[src/rtl/noload_pkg.sv]
package noload_pkg;

   localparam int NL_CHANNELS = 2;
   localparam int CH_ACT = 0;
   localparam int CH_APP = 1;

   localparam int STS_ACT_BIT = 0;
   localparam int STS_APP_BIT = 2;

   localparam logic [27:0] NL_FULL_SCALE = 28'h1FF6A6B;

   typedef enum logic [2:0] {
      RA_ACT_THR = 3'd0,
      RA_APP_THR = 3'd1,
      RA_STATUS  = 3'd2,
      RA_MASK    = 3'd3,
      RA_PHASE   = 3'd4
   } reg_addr_e;

   function automatic int sts_pos(input int ch);
      return (ch == CH_ACT) ? STS_ACT_BIT : STS_APP_BIT;
   endfunction

endpackage

[src/rtl/noload_cmp.sv]
module noload_cmp #(
   parameter int PWR_W = 28
) (
   input  logic [PWR_W-1:0] pwr,
   input  logic [PWR_W-1:0] thr_ext,
   output logic             in_nl
);

   localparam int MAG_W = PWR_W + 1;

   logic [MAG_W-1:0] mag;
   logic             pwr_neg;
   logic             thr_neg;

   assign pwr_neg = pwr[PWR_W-1];
   assign thr_neg = thr_ext[PWR_W-1];

   // One extra bit keeps the magnitude of the most negative sample exact.
   always_comb begin
      if (pwr_neg) mag = {1'b0, ~pwr} + MAG_W'(1);
      else         mag = {1'b0, pwr};
   end

   assign in_nl = !thr_neg && (mag <= {1'b0, thr_ext});

endmodule

[src/rtl/noload_chan.sv]
module noload_chan #(
   parameter int NUM_PH = 3,
   parameter int PWR_W  = 28
) (
   input  logic                    clk,
   input  logic                    rst_n,
   input  logic                    sample_vld,
   input  logic [NUM_PH*PWR_W-1:0] pwr,
   input  logic [PWR_W-1:0]        thr_ext,
   output logic [NUM_PH-1:0]       state_q,
   output logic                    change
);

   logic [NUM_PH-1:0] nl_now;

   for (genvar p = 0; p < NUM_PH; p++) begin : g_ph
      noload_cmp #(.PWR_W(PWR_W)) u_cmp (
         .pwr     (pwr[p*PWR_W +: PWR_W]),
         .thr_ext (thr_ext),
         .in_nl   (nl_now[p])
      );
   end

   always_ff @(posedge clk or negedge rst_n) begin
      if (!rst_n)          state_q <= '0;
      else if (sample_vld) state_q <= nl_now;
   end

   assign change = sample_vld && (nl_now != state_q);

endmodule

[src/rtl/noload_regs.sv]
module noload_regs
   import noload_pkg::*;
#(
   parameter int NUM_PH  = 3,
   parameter int PWR_W   = 28,
   parameter int THR_W   = 24,
   parameter int BUS_W   = 32,
   parameter int ADDR_W  = 3,
   parameter int APP_OFS = 6
) (
   input  logic                                clk,
   input  logic                                rst_n,
   input  logic                                bus_wr,
   input  logic [ADDR_W-1:0]                   bus_addr,
   input  logic [BUS_W-1:0]                    bus_wdata,
   output logic [BUS_W-1:0]                    bus_rdata,
   input  logic [NL_CHANNELS-1:0]              evt,
   input  logic [NUM_PH-1:0]                   act_state,
   input  logic [NUM_PH-1:0]                   app_state,
   output logic [NL_CHANNELS-1:0][THR_W-1:0]   thr_q,
   output logic [NL_CHANNELS-1:0][PWR_W-1:0]   thr_ext,
   output logic [NL_CHANNELS-1:0]              sts_q,
   output logic [NL_CHANNELS-1:0]              msk_q,
   output logic                                irq_n
);

   localparam logic [THR_W-1:0] THR_RST = {1'b1, {(THR_W-1){1'b0}}};
   localparam int               EXT_W   = PWR_W - THR_W;

   logic [NL_CHANNELS-1:0] clr;
   logic                   unused_wdata;

   assign unused_wdata = ^bus_wdata;

   // Sign extension: a plain copy when the widths agree.
   for (genvar c = 0; c < NL_CHANNELS; c++) begin : g_ext
      if (EXT_W == 0) begin : g_same
         assign thr_ext[c] = thr_q[c];
      end else begin : g_wide
         assign thr_ext[c] = {{EXT_W{thr_q[c][THR_W-1]}}, thr_q[c]};
      end
      assign clr[c] = bus_wr && (bus_addr == ADDR_W'(RA_STATUS))
                      && bus_wdata[sts_pos(c)];
   end

   always_ff @(posedge clk or negedge rst_n) begin
      if (!rst_n) begin
         thr_q <= {NL_CHANNELS{THR_RST}};
         msk_q <= '0;
         sts_q <= '0;
      end else begin
         if (bus_wr) begin
            case (bus_addr)
               ADDR_W'(RA_ACT_THR): thr_q[CH_ACT] <= bus_wdata[THR_W-1:0];
               ADDR_W'(RA_APP_THR): thr_q[CH_APP] <= bus_wdata[THR_W-1:0];
               ADDR_W'(RA_MASK): begin
                  msk_q[CH_ACT] <= bus_wdata[STS_ACT_BIT];
                  msk_q[CH_APP] <= bus_wdata[STS_APP_BIT];
               end
               default: ;
            endcase
         end
         // A new event outranks a clear in the same cycle.
         for (int c = 0; c < NL_CHANNELS; c++)
            sts_q[c] <= evt[c] | (sts_q[c] & ~clr[c]);
      end
   end

   always_comb begin
      bus_rdata = '0;
      case (bus_addr)
         ADDR_W'(RA_ACT_THR): bus_rdata = BUS_W'(thr_ext[CH_ACT]);
         ADDR_W'(RA_APP_THR): bus_rdata = BUS_W'(thr_ext[CH_APP]);
         ADDR_W'(RA_STATUS): begin
            bus_rdata[STS_ACT_BIT] = sts_q[CH_ACT];
            bus_rdata[STS_APP_BIT] = sts_q[CH_APP];
         end
         ADDR_W'(RA_MASK): begin
            bus_rdata[STS_ACT_BIT] = msk_q[CH_ACT];
            bus_rdata[STS_APP_BIT] = msk_q[CH_APP];
         end
         ADDR_W'(RA_PHASE): begin
            bus_rdata[NUM_PH-1:0]         = act_state;
            bus_rdata[APP_OFS +: NUM_PH]  = app_state;
         end
         default: bus_rdata = '0;
      endcase
   end

   assign irq_n = ~|(sts_q & msk_q);

endmodule

[src/rtl/noload_monitor.sv]
module noload_monitor
   import noload_pkg::*;
#(
   parameter int NUM_PH  = 3,
   parameter int PWR_W   = 28,
   parameter int THR_W   = 24,
   parameter int BUS_W   = 32,
   parameter int ADDR_W  = 3,
   parameter int APP_OFS = 6
) (
   input  logic                    clk,
   input  logic                    rst_n,
   input  logic                    sample_vld,
   input  logic [NUM_PH*PWR_W-1:0] act_pwr,
   input  logic [NUM_PH*PWR_W-1:0] app_pwr,
   input  logic                    bus_wr,
   input  logic [ADDR_W-1:0]       bus_addr,
   input  logic [BUS_W-1:0]        bus_wdata,
   output logic [BUS_W-1:0]        bus_rdata,
   output logic [NUM_PH-1:0]       inhib_act,
   output logic [NUM_PH-1:0]       inhib_app,
   output logic                    irq_n
);

   if (THR_W > PWR_W) begin : g_chk_thr
      $error("threshold wider than datapath");
   end
   if (PWR_W > BUS_W) begin : g_chk_bus
      $error("datapath wider than register bus");
   end
   if (APP_OFS < NUM_PH || APP_OFS + NUM_PH > BUS_W) begin : g_chk_ofs
      $error("phase register fields overlap or overflow");
   end
   if (ADDR_W < 3) begin : g_chk_addr
      $error("address too narrow for register map");
   end

   logic [NUM_PH*PWR_W-1:0]              ch_pwr   [NL_CHANNELS];
   logic [NUM_PH-1:0]                    ch_state [NL_CHANNELS];
   logic [NL_CHANNELS-1:0]               ch_evt;
   logic [NL_CHANNELS-1:0][THR_W-1:0]    thr_q;
   logic [NL_CHANNELS-1:0][PWR_W-1:0]    thr_ext;
   logic [NL_CHANNELS-1:0]               sts_q;
   logic [NL_CHANNELS-1:0]               msk_q;

   assign ch_pwr[CH_ACT] = act_pwr;
   assign ch_pwr[CH_APP] = app_pwr;

   for (genvar c = 0; c < NL_CHANNELS; c++) begin : g_ch
      noload_chan #(.NUM_PH(NUM_PH), .PWR_W(PWR_W)) u_chan (
         .clk        (clk),
         .rst_n      (rst_n),
         .sample_vld (sample_vld),
         .pwr        (ch_pwr[c]),
         .thr_ext    (thr_ext[c]),
         .state_q    (ch_state[c]),
         .change     (ch_evt[c])
      );
   end

   noload_regs #(
      .NUM_PH(NUM_PH), .PWR_W(PWR_W), .THR_W(THR_W),
      .BUS_W(BUS_W), .ADDR_W(ADDR_W), .APP_OFS(APP_OFS)
   ) u_regs (
      .clk       (clk),
      .rst_n     (rst_n),
      .bus_wr    (bus_wr),
      .bus_addr  (bus_addr),
      .bus_wdata (bus_wdata),
      .bus_rdata (bus_rdata),
      .evt       (ch_evt),
      .act_state (ch_state[CH_ACT]),
      .app_state (ch_state[CH_APP]),
      .thr_q     (thr_q),
      .thr_ext   (thr_ext),
      .sts_q     (sts_q),
      .msk_q     (msk_q),
      .irq_n     (irq_n)
   );

   assign inhib_act = ch_state[CH_ACT];
   assign inhib_app = ch_state[CH_APP];

endmodule

[config.mk]
export PLATFORM = sky130hd
export DESIGN_NAME = noload_monitor
export DESIGN_NICKNAME = d
export VERILOG_FILES = /design/src/rtl/noload_pkg.sv /design/src/rtl/noload_cmp.sv /design/src/rtl/noload_chan.sv /design/src/rtl/noload_regs.sv /design/src/rtl/noload_monitor.sv
export SDC_FILE = /design/constraint.sdc
export NUM_CORES = 1
export LEC_CHECK = 0
export ABC_AREA = 1
export CAP_MARGIN = 20
export CORE_MARGIN = 2
export CORE_UTILIZATION = 30
export CTS_BUF_LIST = sky130_fd_sc_hd__clkbuf_8
export CTS_CLUSTER_DIAMETER = 200
export CTS_CLUSTER_SIZE = 24
export DETAILED_ROUTE_END_ITERATION = 8
export DONT_BUFFER_PORTS = 1
export PLACE_DENSITY = 0.54
export SETUP_SLACK_MARGIN = 0.05
export SLEW_MARGIN = 5
export SYNTH_ARGS = -nofsm -noshare
export SYNTH_HDL_FRONTEND = slang
export SYNTH_SLANG_ARGS = --single-unit
[constraint.sdc]
create_clock -name clk -period 2.6 [get_ports clk]
set_clock_uncertainty 0.1 [all_clocks]
set_input_delay 0.52 -clock clk [delete_from_list [all_inputs] [get_ports clk]]
set_output_delay 0.52 -clock clk [all_outputs]
set_load 0.01 [all_outputs]
---- Yosys cells after proc, flatten, opt, wreduce, memory -nomap -nowiden ----
Cells that the tools add are included.
storage, ports and cells
  output and inout bits ................... 39
  flip-flop bits (word level) ............. 58
operators by class
  muxes and demuxes ....................... 12
  $lt $le $gt $ge ......................... 6
  equality and inequality tests ........... 6
  reduce and logical (&&, ||, !) cells .... 19
  add/subtract/negate cells ............... 6
  bitwise operators ....................... 13
operators with widths
  cell                                                             count
  28-bit by 1-bit adder with 29-bit output, second input constant  6
  29-bit by 28-bit <= comparator with 1-bit output                 6
  29-bit 2-to-1 mux                                                6
  28-bit NOT                                                       6
  19-bit case mux with 2 select lines                              1
  1-bit logical AND                                                11
  1-bit case mux with 5 select lines                               2
  3-bit case mux with 3 select lines                               1
  3-bit by 2-bit == test with 1-bit output, second input constant  2
  3-bit inequality test                                            2
  3-bit case mux with 2 select lines                               1
  2-bit AND reduction                                              3
  3-bit by 1-bit == test with 1-bit output, second input constant  1
  3-bit == test, second input constant                             1
  1-bit logical NOT                                                3
  3-bit logical NOT                                                1
  1-bit case mux with 3 select lines                               1
  1-bit bitwise AND                                                2
  2-bit bitwise AND                                                1
  1-bit NOT                                                        2
  1-bit OR                                                         2
  2-bit OR reduction                                               1

---- Longest topological paths before layout ----
  depth after elaboration ................. 8
  depth in mapped cells ................... 29
  depth with buffers taken out ............ 29

---- By module ----
From an unflattened synthesis, not the netlist that was laid out.
unflattened totals
  cells, all modules ...................... 2002
  area total of the unflattened synthesis .. 12492.0 sq um
by module, submodules not included
  module       area an instance (sq um)  instances  cells an instance  seq. area each (sq um)
  noload_cmp   1540.2                    6          265                0.0
  noload_regs  2920.3                    1          362                1303.8
  noload_chan  165.2                     2          25                 75.1

---- Worst setup path before layout ----
No wires, ideal clock.
  path kind ............................... in2reg
  start ................................... in act_pwr[56]
  end ..................................... reg u_regs.sts_q[0]
  setup time .............................. 120 ps
  stages .................................. 25
  buffers on the path ..................... 0
  setup slack ............................. -695 ps
  arrival time ............................ 3074 ps
  cells stage by stage .................... inv_1 > ha_1 > nand4_1 > nor2_1 > nand3_1 > nor2_2 > nand2_2 > o31ai_4 > nand3_1 > nand2_1 > nand2_1 > ha_1 > nand2_1 > nor2_1 > nor3b_1 > nor2b_1 > nand2_1 > nand2_1 > nand2_1 > nand3_1 > nand2_1 > inv_1 > nand3_1 > nand2_1 > nand2_1
between the ends
  longest elaborated chain between the ends .. 8
ends and longest elaborated chain
  what                                                  RTL line              source
  start: declaration                                    noload_monitor.sv:14  input logic [NUM_PH*PWR_W-1:0] act_pwr,
  28-bit NOT                                            noload_cmp.sv:20      if (pwr_neg) mag = {1'b0, ~pwr} + MAG_W'(1);
  28-bit by 1-bit adder with 29-bit output              noload_cmp.sv:20
  29-bit 2-to-1 mux (*)                                 noload_cmp.sv:20
  29-bit by 28-bit <= comparator with 1-bit output (*)  noload_cmp.sv:24      assign in_nl = !thr_neg && (mag <= {1'b0, thr_ext});
  1-bit logical AND (*)                                 noload_cmp.sv:24
  3-bit inequality test (*)                             noload_chan.sv:29     assign change = sample_vld && (nl_now != state_q);
  1-bit logical AND (*)                                 noload_chan.sv:29
  1-bit OR (*)                                          noload_regs.sv:65     sts_q[c] <= evt[c] | (sts_q[c] & ~clr[c]);
  end signal: indexed assignment                        noload_regs.sv:65
  end: declaration                                      noload_regs.sv:22     output logic [NL_CHANNELS-1:0] sts_q,
Every way passes the cells marked *; elsewhere a longest branch is shown, timed or not.
A chain may end at the register's enable or synchronous reset.

---- Worst setup path after layout ----
Ends and elaborated chain as after synthesis.

==> flow_summary.json <==
{
  "crit_top_cell": "nand2_1",
  "drtIter0Drc": 497,
  "layout_min_cycle_time_ns": 3.100,
  "seq_area_um2": 1454,
  "stdcell_area_um2": 13880,
  "max_freq_mhz": 322.6,
  "grt_pass1_vias": 11147,
  "synth_edf_count": 0,
  "finalHoldViolCount": 0,
  "io_pins": 246,
  "fp.dieW_um": 192.3,
  "synthCells": 1663,
  "grt_pass1_wl_um": 59060,
  "postRouteAntennaNets": 0,
  "grt_antenna_before_repair": 2,
  "crit_chain": "clkinv_16, ha_4, nand4_1, nor2_2, nand3_2, buf_4, buf_4, buf_4, buf_4, buf_4, nand2_1, xnor2_1, ha_1, nand2_1, nor4_1, nand3_1, nand2_2, nand2_2, nand2_1, nand2_1, inv_1, nand3_1, nand2_1, nand2_1",
  "drv_cap": 0,
  "synthArstFlopShare_pct": 100.0,
  "core_area_um2": 34710,
  "cp_slowest_cell": "nor4_1",
  "multiInputGateArea_um2": 8661,
  "run_status": "finished with violations",
  "synthDistinctLibCells": 50,
  "die_y_um": 192.3,
  "clock_tree.buffer_depth": 2,
  "viasPerCell": 4.844,
  "numCtsBuffers": 9,
  "area_growth_pct": 30.58,
  "post-place-ws_ns": -0.9277,
  "cp_data_required_time_ns": 2.74,
  "holdWs_ns": 0.1802,
  "die_area_um2": 36960,
  "initial_core_util_pct": 30.63,
  "cellPowerDensity_nw_per_um2": 404.1,
  "slew_headroom_pct": 61.19,
  "n_fill_cell": 3677,
  "ir_drop_mv": 0.2078,
  "min_path_type": "input port to flop",
  "violations": "negative setup slack",
  "p_leak_uw": 0.006976,
  "cpLargestDelayFamily": "simple AND/OR/NAND/NOR gates",
  "drc_errors": 0,
  "clk_pin_slew_ns": 0.07,
  "crit_arrival_ns": 3.24,
  "synth.cell_area_um2": 10630,
  "critPathMaxStageDelay_ns": 0.37,
  "grt_max_degree": 59,
  "dp_hpwl_um": 31820,
  "clock_sinks": 58,
  "synthFlopType": "dfrtp_1",
  "crit_path_end_kind": "flop",
  "fin_ws_ns": -0.5002,
  "port_buffers": 0,
  "h-tree-depth": 3,
  "vias": 11300,
  "final_util_pct": 40.00,
  "final_net_count": 2253,
  "synth.ff_latch_count": 58,
  "crit_type": "input port to flop",
  "setup_viol": 8,
  "grt_overflow": 0,
  "cts_tree": "done",
  "clock_latency_ns": 0.36,
  "drive_gt1_share_pct": 22.91,
  "track_usage_pct": 20.81,
  "maxSlewViolCount": 0,
  "cp_num_buf_inv": 7,
  "tightest_slew_ns": 0.5768,
  "gp_congestion": 0.8621,
  "wl_per_cell_um": 16.76,
  "fin_crit_sh_pct": 119.2,
  "rsz0062_at_grt": "yes",
  "ys_seq_area_share_pct": 13.67,
  "drt_wl_total_um": 39090,
  "placementRows": 68,
  "ys.warnings.count": 0,
  "cts-root-buf": "clkbuf_8",
  "placed_cell_area_um2": 12690,
  "cp_max_fo": 2,
  "first_pass_iters": 5,
  "start_kind": "input port",
  "syn_avg_cell_area_um2": 6.394
}
## cell type report
class,count,area share (%)
Multi-Input combinational cell,1309,62.38
Inverter,260,8.435
Sequential cell,58,10.47
Tap cell,455,4.100
Timing Repair Buffer,234,13.30
Clock buffer,11,1.090
Antenna cell,1,0.01802
Clock inverter,5,0.2073
## metrics by stage
step,TNS (ns),cells,total power [uW]
2_1_floorplan,-2.799,1666,3395
3_3_place_gp,-5.613,2279,4477
3_5_place_dp,-6.103,2279,4577
4_1_cts,-2.283,2317,5516
5_1_grt,-3.704,2332,6195
6_report,-2.198,2333,5611
## cell usage after synthesis, types with 20 or more instances
master | count | area share (%)
inv_1 | 240 | 8.5
xor2_1 | 96 | 7.9
xnor2_1 | 50 | 4.1
nand4_1 | 29 | 1.7
nor3_1 | 20 | 0.94
nor2_1 | 146 | 5.2
a21oi_1 | 75 | 3.5
dfrtp_1 | 56 | 13
clkbuf_1 | 25 | 0.88
ha_1 | 174 | 20
o21ai_0 | 92 | 4.3
nor4_1 | 21 | 1.2
nand3_1 | 63 | 3.0
nand2_1 | 426 | 15
## power breakdown
part / total, uW / internal [uW] / switching (uW) / leakage, uW
logic: 3590 / 1470 / 2120 / 0.00616
clock network: 781 / 392 / 388 / 0.0000989
registers: 1240 / 1080 / 158 / 0.000717
## cells in the final DEF (no fill, tap or decap), types with 11 or more instances in the layout
cell | synthesis | final
a21oi_1 | 75 | 72
clkbuf_8 | 0 | 11
nor2_4 | 1 | 18
nor4_1 | 21 | 15
nor3_1 | 20 | 15
ha_1 | 174 | 168
nand3_2 | 6 | 13
o21ai_2 | 2 | 12
o21ai_1 | 14 | 11
xnor2_1 | 50 | 49
buf_4 | 9 | 221
xor2_1 | 96 | 95
dfrtp_1 | 56 | 56
inv_1 | 240 | 224
nand2_2 | 3 | 33
nand2_1 | 426 | 392
nor2_2 | 13 | 17
nor2_1 | 146 | 125
o21ai_0 | 92 | 84
nand3_1 | 63 | 52
nand4_1 | 29 | 29
inv_2 | 16 | 18
o22ai_1 | 18 | 18
## state kept, by name, indices dropped and copies added, names as in the netlist
register / flops
u_regs.thr_ext: 48
u_regs.sts_q: 2
u_regs.msk_q: 2
g_ch.u_chan.state_q: 6
## cells by family (layout without fill, tap and decap cells)
logic type | Yosys count | after routing | synth area share, %
buf+inv | 299 | 510 | 10.88
fa+ha+maj | 174 | 174 | 20.48
xor+xnor | 146 | 146 | 12.03
other cells | 1 | 5 | 0.03527
simple gates | 753 | 753 | 30.82
compound gates | 232 | 232 | 12.09
flops | 58 | 58 | 13.67
## what timing repair did
item | 4_1_cts | 5_1_grt
hold buffers | 2 | 0
pin swaps | 53 | 94
hold endpoints to repair | 58 | 0
setup buffers | 20 | 19
endpoints found under the setup margin | 8 | 8
gates resized for setup | 76 | 111
## final timing paths
| check | startpoint | endpoint | slack [ns] | depth (start not counted) |
|---|---|---|---|---|
| worst max register to register | u_regs.thr_ext[51] | u_regs.sts_q[1] | 0.14 | 16 |
| min in group asynchronous | rst_n | u_regs.thr_ext[43] | 0.62 | 2 |
| worst max-delay path | act_pwr[56] | u_regs.sts_q[0] | -0.50 | 24 |
| worst min register to register | u_regs.thr_ext[1] | u_regs.thr_ext[1] | 0.38 | 2 |
| worst min-delay path | sample_vld | u_regs.sts_q[1] | 0.18 | 2 |
| max in group asynchronous | rst_n | u_regs.thr_ext[51] | 1.48 | 2 |
## metal layers
layer | GRT usage (%) | wire [um]
met1 | 25.62 | 16920
met2 | 35.94 | 18220
met3 | 5.510 | 3049
met4 | 5.109 | 890
met5 | 0 | 13
No activity file was read; power rests on OpenSTA's default activity.
